## src/rtl/nand_if_pkg.sv

```systemverilog
// Shared definitions for the NAND flash bus controller.
// Assumes byte offsets on the host bus; register field positions are fixed here.
package nand_if_pkg;

    typedef enum logic [1:0] {
        OP_CMD   = 2'd0,
        OP_ADDR  = 2'd1,
        OP_WDATA = 2'd2,
        OP_RDATA = 2'd3
    } op_kind_t;

    typedef enum logic [1:0] {
        PH_IDLE   = 2'd0,
        PH_SETUP  = 2'd1,
        PH_STROBE = 2'd2,
        PH_HOLD   = 2'd3
    } phase_t;

    localparam logic [7:0] OFF_CFG  = 8'h00;
    localparam logic [7:0] OFF_CTRL = 8'h04;
    localparam logic [7:0] OFF_CMD  = 8'h08;
    localparam logic [7:0] OFF_ADDR = 8'h0C;
    localparam logic [7:0] OFF_DATA = 8'h10;
    localparam logic [7:0] OFF_STAT = 8'h20;

    localparam int SETUP_LSB   = 12;
    localparam int STROBE_LSB  = 8;
    localparam int HOLD_LSB    = 4;
    localparam int CTRL_EN_BIT = 0;
    localparam int CTRL_CE_BIT = 1;

endpackage

```

## src/rtl/nand_if_sync.sv

```systemverilog
// Multi-stage synchroniser for the asynchronous ready/busy pin.
// Assumes STAGES >= 1; the reset value is 0 (busy), the safe reading.
module nand_if_sync #(
    parameter int STAGES = 2
) (
    input  logic clk,
    input  logic rst_n,
    input  logic d,
    output logic q
);

    logic [STAGES-1:0] shreg;

    generate
        if (STAGES == 1) begin : g_one
            // Single capture flop.
            always_ff @(posedge clk) begin
                if (!rst_n) shreg <= '0;
                else        shreg <= d;
            end
        end else begin : g_many
            // Shift the pin value through the chain.
            always_ff @(posedge clk) begin
                if (!rst_n) shreg <= '0;
                else        shreg <= {shreg[STAGES-2:0], d};
            end
        end
    endgenerate

    assign q = shreg[STAGES-1];

endmodule

```

## src/rtl/nand_if_regs.sv

```systemverilog
// Configuration and control registers plus read-word assembly.
// Assumes TW <= 4 so that the three timing fields do not overlap.
module nand_if_regs
    import nand_if_pkg::*;
#(
    parameter int DW = 32,
    parameter int TW = 3
) (
    input  logic          clk,
    input  logic          rst_n,
    input  logic          cfg_we,
    input  logic          ctrl_we,
    input  logic [DW-1:0] wdata,
    input  logic          rnb_s,
    output logic [TW-1:0] t_setup,
    output logic [TW-1:0] t_strobe,
    output logic [TW-1:0] t_hold,
    output logic          en,
    output logic          ce_off,
    output logic [DW-1:0] cfg_word,
    output logic [DW-1:0] ctrl_word,
    output logic [DW-1:0] stat_word
);

    localparam logic [DW-1:0] FIELD  = DW'((1 << TW) - 1);
    localparam logic [DW-1:0] USED   = (FIELD << SETUP_LSB) | (FIELD << STROBE_LSB) |
                                       (FIELD << HOLD_LSB) | DW'(3);

    logic unused_wdata;
    assign unused_wdata = ^(wdata & ~USED);

    // Timing field storage.
    always_ff @(posedge clk) begin
        if (!rst_n) begin
            t_setup  <= '0;
            t_strobe <= '0;
            t_hold   <= '0;
        end else if (cfg_we) begin
            t_setup  <= wdata[SETUP_LSB  +: TW];
            t_strobe <= wdata[STROBE_LSB +: TW];
            t_hold   <= wdata[HOLD_LSB   +: TW];
        end
    end

    // Enable and chip-enable bits; chip deselected at reset.
    always_ff @(posedge clk) begin
        if (!rst_n) begin
            en     <= 1'b0;
            ce_off <= 1'b1;
        end else if (ctrl_we) begin
            en     <= wdata[CTRL_EN_BIT];
            ce_off <= wdata[CTRL_CE_BIT];
        end
    end

    // Assemble the readback words.
    always_comb begin
        cfg_word = '0;
        cfg_word[SETUP_LSB  +: TW] = t_setup;
        cfg_word[STROBE_LSB +: TW] = t_strobe;
        cfg_word[HOLD_LSB   +: TW] = t_hold;
        ctrl_word = '0;
        ctrl_word[CTRL_EN_BIT] = en;
        ctrl_word[CTRL_CE_BIT] = ce_off;
        stat_word = '0;
        stat_word[0] = rnb_s;
    end

    assert_cfg_load_R3: assert property (@(posedge clk) disable iff (!rst_n)
        cfg_we |=> (t_strobe == $past(wdata[STROBE_LSB +: TW])));

endmodule

```

## src/rtl/nand_if_seq.sv

```systemverilog
// Flash bus cycle sequencer: setup, strobe and hold phases per access.
// Assumes start is raised only while busy is low; timing is latched at start.
module nand_if_seq
    import nand_if_pkg::*;
#(
    parameter int TW  = 3,
    parameter int IOW = 8
) (
    input  logic           clk,
    input  logic           rst_n,
    input  logic           start,
    input  op_kind_t       kind_in,
    input  logic [IOW-1:0] byte_in,
    input  logic [TW-1:0]  t_setup,
    input  logic [TW-1:0]  t_strobe,
    input  logic [TW-1:0]  t_hold,
    input  logic [IOW-1:0] io_in,
    output logic           busy,
    output logic           fin_rd,
    output logic [IOW-1:0] rbyte,
    output logic           cle,
    output logic           ale,
    output logic           nwe,
    output logic           nre,
    output logic           oe,
    output logic [IOW-1:0] io_out
);

    phase_t         phase;
    op_kind_t       kind_q;
    logic [TW-1:0]  cnt;
    logic [TW-1:0]  lat_s, lat_p, lat_h;
    logic [IOW-1:0] byte_q;
    logic           hold_last;

    // Phase progression and per-phase cycle counting.
    always_ff @(posedge clk) begin
        if (!rst_n) begin
            phase  <= PH_IDLE;
            kind_q <= OP_CMD;
            cnt    <= '0;
            lat_s  <= '0;
            lat_p  <= '0;
            lat_h  <= '0;
            byte_q <= '0;
            rbyte  <= '0;
        end else begin
            case (phase)
                PH_IDLE: begin
                    if (start) begin
                        kind_q <= kind_in;
                        byte_q <= byte_in;
                        lat_s  <= t_setup;
                        lat_p  <= t_strobe;
                        lat_h  <= t_hold;
                        cnt    <= '0;
                        phase  <= (t_setup == '0) ? PH_STROBE : PH_SETUP;
                    end
                end
                PH_SETUP: begin
                    if (cnt == lat_s - TW'(1)) begin
                        cnt   <= '0;
                        phase <= PH_STROBE;
                    end else begin
                        cnt <= cnt + TW'(1);
                    end
                end
                PH_STROBE: begin
                    if (cnt == lat_p) begin
                        cnt   <= '0;
                        phase <= PH_HOLD;
                        if (kind_q == OP_RDATA) rbyte <= io_in;
                    end else begin
                        cnt <= cnt + TW'(1);
                    end
                end
                PH_HOLD: begin
                    if (hold_last) begin
                        cnt   <= '0;
                        phase <= PH_IDLE;
                    end else begin
                        cnt <= cnt + TW'(1);
                    end
                end
                default: phase <= PH_IDLE;
            endcase
        end
    end

    // Pin levels decoded from phase and latched kind.
    always_comb begin
        busy      = (phase != PH_IDLE);
        hold_last = (phase == PH_HOLD) && (cnt == lat_h);
        fin_rd    = hold_last && (kind_q == OP_RDATA);
        cle       = busy && (kind_q == OP_CMD);
        ale       = busy && (kind_q == OP_ADDR);
        oe        = busy && (kind_q != OP_RDATA);
        nwe       = !((phase == PH_STROBE) && (kind_q != OP_RDATA));
        nre       = !((phase == PH_STROBE) && (kind_q == OP_RDATA));
        io_out    = byte_q;
    end

    assert_one_strobe_R4: assert property (@(posedge clk) disable iff (!rst_n)
        !(!nwe && !nre));

    assert_latch_excl_R5: assert property (@(posedge clk) disable iff (!rst_n)
        !(cle && ale));

    assert_no_drive_read_R7: assert property (@(posedge clk) disable iff (!rst_n)
        !nre |-> !oe);

    assert_op_stable_R9: assert property (@(posedge clk) disable iff (!rst_n)
        (busy && $past(busy)) |-> ($stable(byte_q) && $stable(kind_q)));

endmodule

```

## src/rtl/nand_if_ctrl.sv

```systemverilog
// Top level: host register decode, wait control, chip enable and read result.
// Assumes byte offsets on bus_addr and one-cycle bus_sel strobes.
module nand_if_ctrl
    import nand_if_pkg::*;
#(
    parameter int DW     = 32,
    parameter int AW     = 8,
    parameter int IOW    = 8,
    parameter int TW     = 3,
    parameter int SYNC_N = 2
) (
    input  logic           clk,
    input  logic           rst_n,
    input  logic           bus_sel,
    input  logic           bus_wr,
    input  logic [AW-1:0]  bus_addr,
    input  logic [DW-1:0]  bus_wdata,
    output logic [DW-1:0]  bus_rdata,
    output logic           bus_ready,
    output logic           fl_nce,
    output logic           fl_cle,
    output logic           fl_ale,
    output logic           fl_nwe,
    output logic           fl_nre,
    output logic [IOW-1:0] fl_io_out,
    output logic           fl_io_oe,
    input  logic [IOW-1:0] fl_io_in,
    input  logic           fl_rnb
);

    logic           busy, fin_rd, rnb_s, en, ce_off;
    logic           accept, hit_cfg, hit_ctrl, hit_cmd, hit_addr, hit_data, hit_stat;
    logic           cfg_we, ctrl_we, start;
    logic [TW-1:0]  t_setup, t_strobe, t_hold;
    logic [DW-1:0]  cfg_word, ctrl_word, stat_word, rdata_q;
    logic [IOW-1:0] rbyte;
    op_kind_t       kind_in;

    // Address decode and request classification.
    always_comb begin
        accept   = bus_sel && !busy;
        hit_cfg  = (bus_addr == AW'(OFF_CFG));
        hit_ctrl = (bus_addr == AW'(OFF_CTRL));
        hit_cmd  = (bus_addr == AW'(OFF_CMD));
        hit_addr = (bus_addr == AW'(OFF_ADDR));
        hit_data = (bus_addr == AW'(OFF_DATA));
        hit_stat = (bus_addr == AW'(OFF_STAT));
        cfg_we   = accept && bus_wr && hit_cfg;
        ctrl_we  = accept && bus_wr && hit_ctrl;
        start    = accept && en && (bus_wr ? (hit_cmd || hit_addr || hit_data) : hit_data);
        if (!bus_wr)       kind_in = OP_RDATA;
        else if (hit_cmd)  kind_in = OP_CMD;
        else if (hit_addr) kind_in = OP_ADDR;
        else               kind_in = OP_WDATA;
    end

    nand_if_sync #(.STAGES(SYNC_N)) u_sync (
        .clk   (clk),
        .rst_n (rst_n),
        .d     (fl_rnb),
        .q     (rnb_s)
    );

    nand_if_regs #(.DW(DW), .TW(TW)) u_regs (
        .clk       (clk),
        .rst_n     (rst_n),
        .cfg_we    (cfg_we),
        .ctrl_we   (ctrl_we),
        .wdata     (bus_wdata),
        .rnb_s     (rnb_s),
        .t_setup   (t_setup),
        .t_strobe  (t_strobe),
        .t_hold    (t_hold),
        .en        (en),
        .ce_off    (ce_off),
        .cfg_word  (cfg_word),
        .ctrl_word (ctrl_word),
        .stat_word (stat_word)
    );

    nand_if_seq #(.TW(TW), .IOW(IOW)) u_seq (
        .clk      (clk),
        .rst_n    (rst_n),
        .start    (start),
        .kind_in  (kind_in),
        .byte_in  (bus_wdata[IOW-1:0]),
        .t_setup  (t_setup),
        .t_strobe (t_strobe),
        .t_hold   (t_hold),
        .io_in    (fl_io_in),
        .busy     (busy),
        .fin_rd   (fin_rd),
        .rbyte    (rbyte),
        .cle      (fl_cle),
        .ale      (fl_ale),
        .nwe      (fl_nwe),
        .nre      (fl_nre),
        .oe       (fl_io_oe),
        .io_out   (fl_io_out)
    );

    // Read result: flash byte at cycle end, register word on immediate reads.
    always_ff @(posedge clk) begin
        if (!rst_n) begin
            rdata_q <= '0;
        end else if (fin_rd) begin
            rdata_q <= DW'(rbyte);
        end else if (accept && !bus_wr && !(hit_data && en)) begin
            if (hit_cfg)       rdata_q <= cfg_word;
            else if (hit_ctrl) rdata_q <= ctrl_word;
            else if (hit_stat) rdata_q <= stat_word;
            else               rdata_q <= '0;
        end
    end

    assign bus_rdata = rdata_q;
    assign bus_ready = !busy;
    assign fl_nce    = !(en && !ce_off);

    assert_disabled_quiet_R10: assert property (@(posedge clk) disable iff (!rst_n)
        !en |-> (fl_nwe && fl_nre && fl_nce));

    assert_ready_after_read_R8: assert property (@(posedge clk) disable iff (!rst_n)
        fin_rd |=> bus_ready);

endmodule

```

## config.mk

```make
export PLATFORM = sky130hd
export DESIGN_NAME = nand_if_ctrl
export DESIGN_NICKNAME = d
export VERILOG_FILES = /design/src/rtl/nand_if_pkg.sv /design/src/rtl/nand_if_sync.sv /design/src/rtl/nand_if_regs.sv /design/src/rtl/nand_if_seq.sv /design/src/rtl/nand_if_ctrl.sv
export SDC_FILE = /design/constraint.sdc
export NUM_CORES = 1
export LEC_CHECK = 0
export ABC_AREA = 1
export BUFFER_PORTS_ARGS = -buffer_cell sky130_fd_sc_hd__clkbuf_2
export CORE_ASPECT_RATIO = 1.2
export CORE_MARGIN = 2
export CORE_UTILIZATION = 54
export CTS_CLUSTER_DIAMETER = 200
export DETAILED_ROUTE_END_ITERATION = 10
export PLACE_DENSITY = 0.85
export RECOVER_POWER = 50
export SYNTH_ARGS = -nofsm -noshare
export SYNTH_HDL_FRONTEND = slang
export SYNTH_SLANG_ARGS = --single-unit
```

## constraint.sdc

```tcl
create_clock -name clk -period 3.7 [get_ports clk]
set_input_delay 0.37 -clock clk [delete_from_list [all_inputs] [get_ports clk]]
set_output_delay 0.37 -clock clk [all_outputs]
set_load 0.02 [all_outputs]
```

==> run metrics <==
status finished with violations; failing checks max-capacitance violations, max-slew violations; final worst slack 1030 ps; register area share after synthesis 39.6%; Die W 71.8 um; DR WL/cell 12.2 um; max-cap viol count 1; Num Clock Sinks 59; final count of pins violating max slew 39; Setup Skew 8.26 ps; Tot Pwr 1.60 mW; Hold Slack 222 ps; CTS resizes 0; vias per cell 5.20; Final Hold Viols 0; DIE HEIGHT 85.4 um; commonest cells after routing, fill and taps aside nand2_1 (89), dfxtp_1 (59), a21oi_1 (50); clk_lat worst skew 340 ps; NumNets Final 529; WP data arrival 2910 ps; total global routing overflow 0; Area Overhead vs Synth 12.8%; DRT Pass-1 Iters 6; Post-DRT Antenna Nets 0; initial antenna violation count 0; Die Area 6140 um^2; Mean Syn Cell Area 7.31 um^2; clock-pin slew on the worst setup and hold paths 70 ps; routed via count 2788; EDFF count, synth 0; Syn Inst Count 408; synth unique cells 36; worst vdd ir 399 uV; Yosys warnings 0; TritonCTS clock tree yes; Starting Density 56.3%; setup repair after global routing missed its margin no; Async SR Flop Fraction 0%; CTS Hold Buffers Added 0; Worst Setup End Kind flop; Fin Setup TNS 0 ps; fmax 375 MHz; core footprint 5300 um^2; Slew @ Worst Pin 1580 ps; IO Port Bufs 63; # setup viols final 0; Mapped Area 2980 um^2; largest net degree at the start of global routing 39; num rows 29; dpl hpwl 4760 um; worst slack, placed 1640 ps; first-pass GRT wire length 11200 um; leakage 1.42 nW; Setup crit start kind input pin; Total Wirelength 6550 um; min Tclk post-route 2670 ps; period utilization 72.1%; cts bufs inserted 9; ys flop type dfxtp_1; WP data required 3940 ps; crit-path max FO 38; postcts setup bufs 0; # diodes 0; maximum buffer depth of the clock tree 2; Total GRT Usage 23.0%; H-tree depth 3; initial drt markers 122; Setup Crit Path Kind in -> reg; Pwr Density 477 nW/um^2; Ports 100; # DRC 0; Clock Root Buffer clkbuf_8; layout cells sized above 1 15.2%; relative slew slack -5.59%; Worst Hold Class in -> reg; Seq cells post-synth 59; vias in the first global route 2661; routability congestion estimate 0.848; commonest non-fill, non-tap cell in the layout nand2_1
==> per-stage QoR <==
stage	util, %	instances	area (um^2)
2_1_floorplan	-	425	3050
3_3_place_gp	60.9	520	3230
3_5_place_dp	60.9	520	3230
4_1_cts	64.7	536	3430
5_1_grt	63.5	536	3360
6_report	63.5	536	3360
==> synthesized netlist by cell type, types with 2 or more instances <==
| cell type | n | area [um^2] |
|---|---|---|
| o21ai_0 | 26 | 130 |
| clkbuf_1 | 5 | 18.8 |
| nand3_1 | 10 | 50.1 |
| nand3_2 | 3 | 30.0 |
| dfxtp_1 | 59 | 1180 |
| nor2_2 | 2 | 12.5 |
| nand4_1 | 11 | 68.8 |
| ha_1 | 7 | 87.6 |
| nor2_1 | 29 | 109 |
| nand2_1 | 85 | 319 |
| o21ai_2 | 4 | 35.0 |
| nand2_4 | 2 | 22.5 |
| nand2_2 | 7 | 43.8 |
| a31oi_1 | 3 | 18.8 |
| buf_2 | 2 | 10.0 |
| inv_1 | 48 | 180 |
| inv_2 | 4 | 15.0 |
| a21oi_1 | 50 | 250 |
| buf_4 | 20 | 150 |
| xnor2_1 | 3 | 26.3 |
| nor2_4 | 4 | 45.0 |
| nor3_1 | 8 | 40.0 |
| buf_6 | 3 | 33.8 |
==> worst max-delay path, stage by stage <==
cell and delay [ps]:
clkbuf_1 1120, clkinv_1 970, a211oi_1 430
==> cell families after synthesis <==
logic type,synth area share (%)
xor gates and xnor gates,1.17
buffers and inverters,14.0
AOI/OAI and AO/OA,15.7
other,0.126
DFF,39.6
adders and majority gates,2.94
and+or+nand+nor,26.4
==> final cells by class <==
class | instances | area, um^2
clock inverters | 6 | 65.1
fillers | 463 | 1930
inverters | 54 | 205
well taps | 62 | 77.6
flip-flops and latches | 59 | 1180
clock buffers | 10 | 138
repair buffers | 63 | 279
multi-input cells | 282 | 1420
==> worst paths after layout <==
| check | endpoint | from | cells past startpoint | slack [ps] |
|---|---|---|---|---|
| worst max register to register | u_seq.lat_s[0] | u_seq.phase[0] | 11 | 1150 |
| worst min register to register | u_sync.shreg[1] | u_sync.shreg[0] | 2 | 410 |
| worst min-delay path | u_sync.shreg[0] | fl_rnb | 3 | 220 |
| worst max-delay path | u_seq.lat_h[0] | rst_n | 3 | 1030 |
==> sequential cells by signal, summed over array words and instances, names as in the netlist, 3 cells and up <==
register and count:
u_seq.io_out 8, bus_rdata 14, u_seq.lat_p 3, u_regs.t_hold 3, u_seq.cnt 3, u_seq.lat_h 3, u_seq.lat_s 3, u_regs.t_setup 3
u_regs.t_strobe 3, u_seq.rbyte 8
==> power breakdown <==
group          switching [mW]  internal, mW  leakage [nW]  total [mW]
Clock                   0.258         0.329         0.102       0.587
Combinational           0.231         0.104         0.846       0.334
Sequential             0.0265         0.655         0.477       0.682
Total                   0.515          1.09          1.42        1.60
==> metal layers <==
metal / vias up / global-route usage (%) / share of wire [%]
met2: 86 / 42.0 / 53
met1: 1287 / 25.1 / 39
li1: 1402 / - / -
met5: - / 0 / 0
met3: 13 / 4.75 / 5.2
met4: 0 / 10.3 / 2.5
No activity file was read; power rests on OpenSTA's default activity.
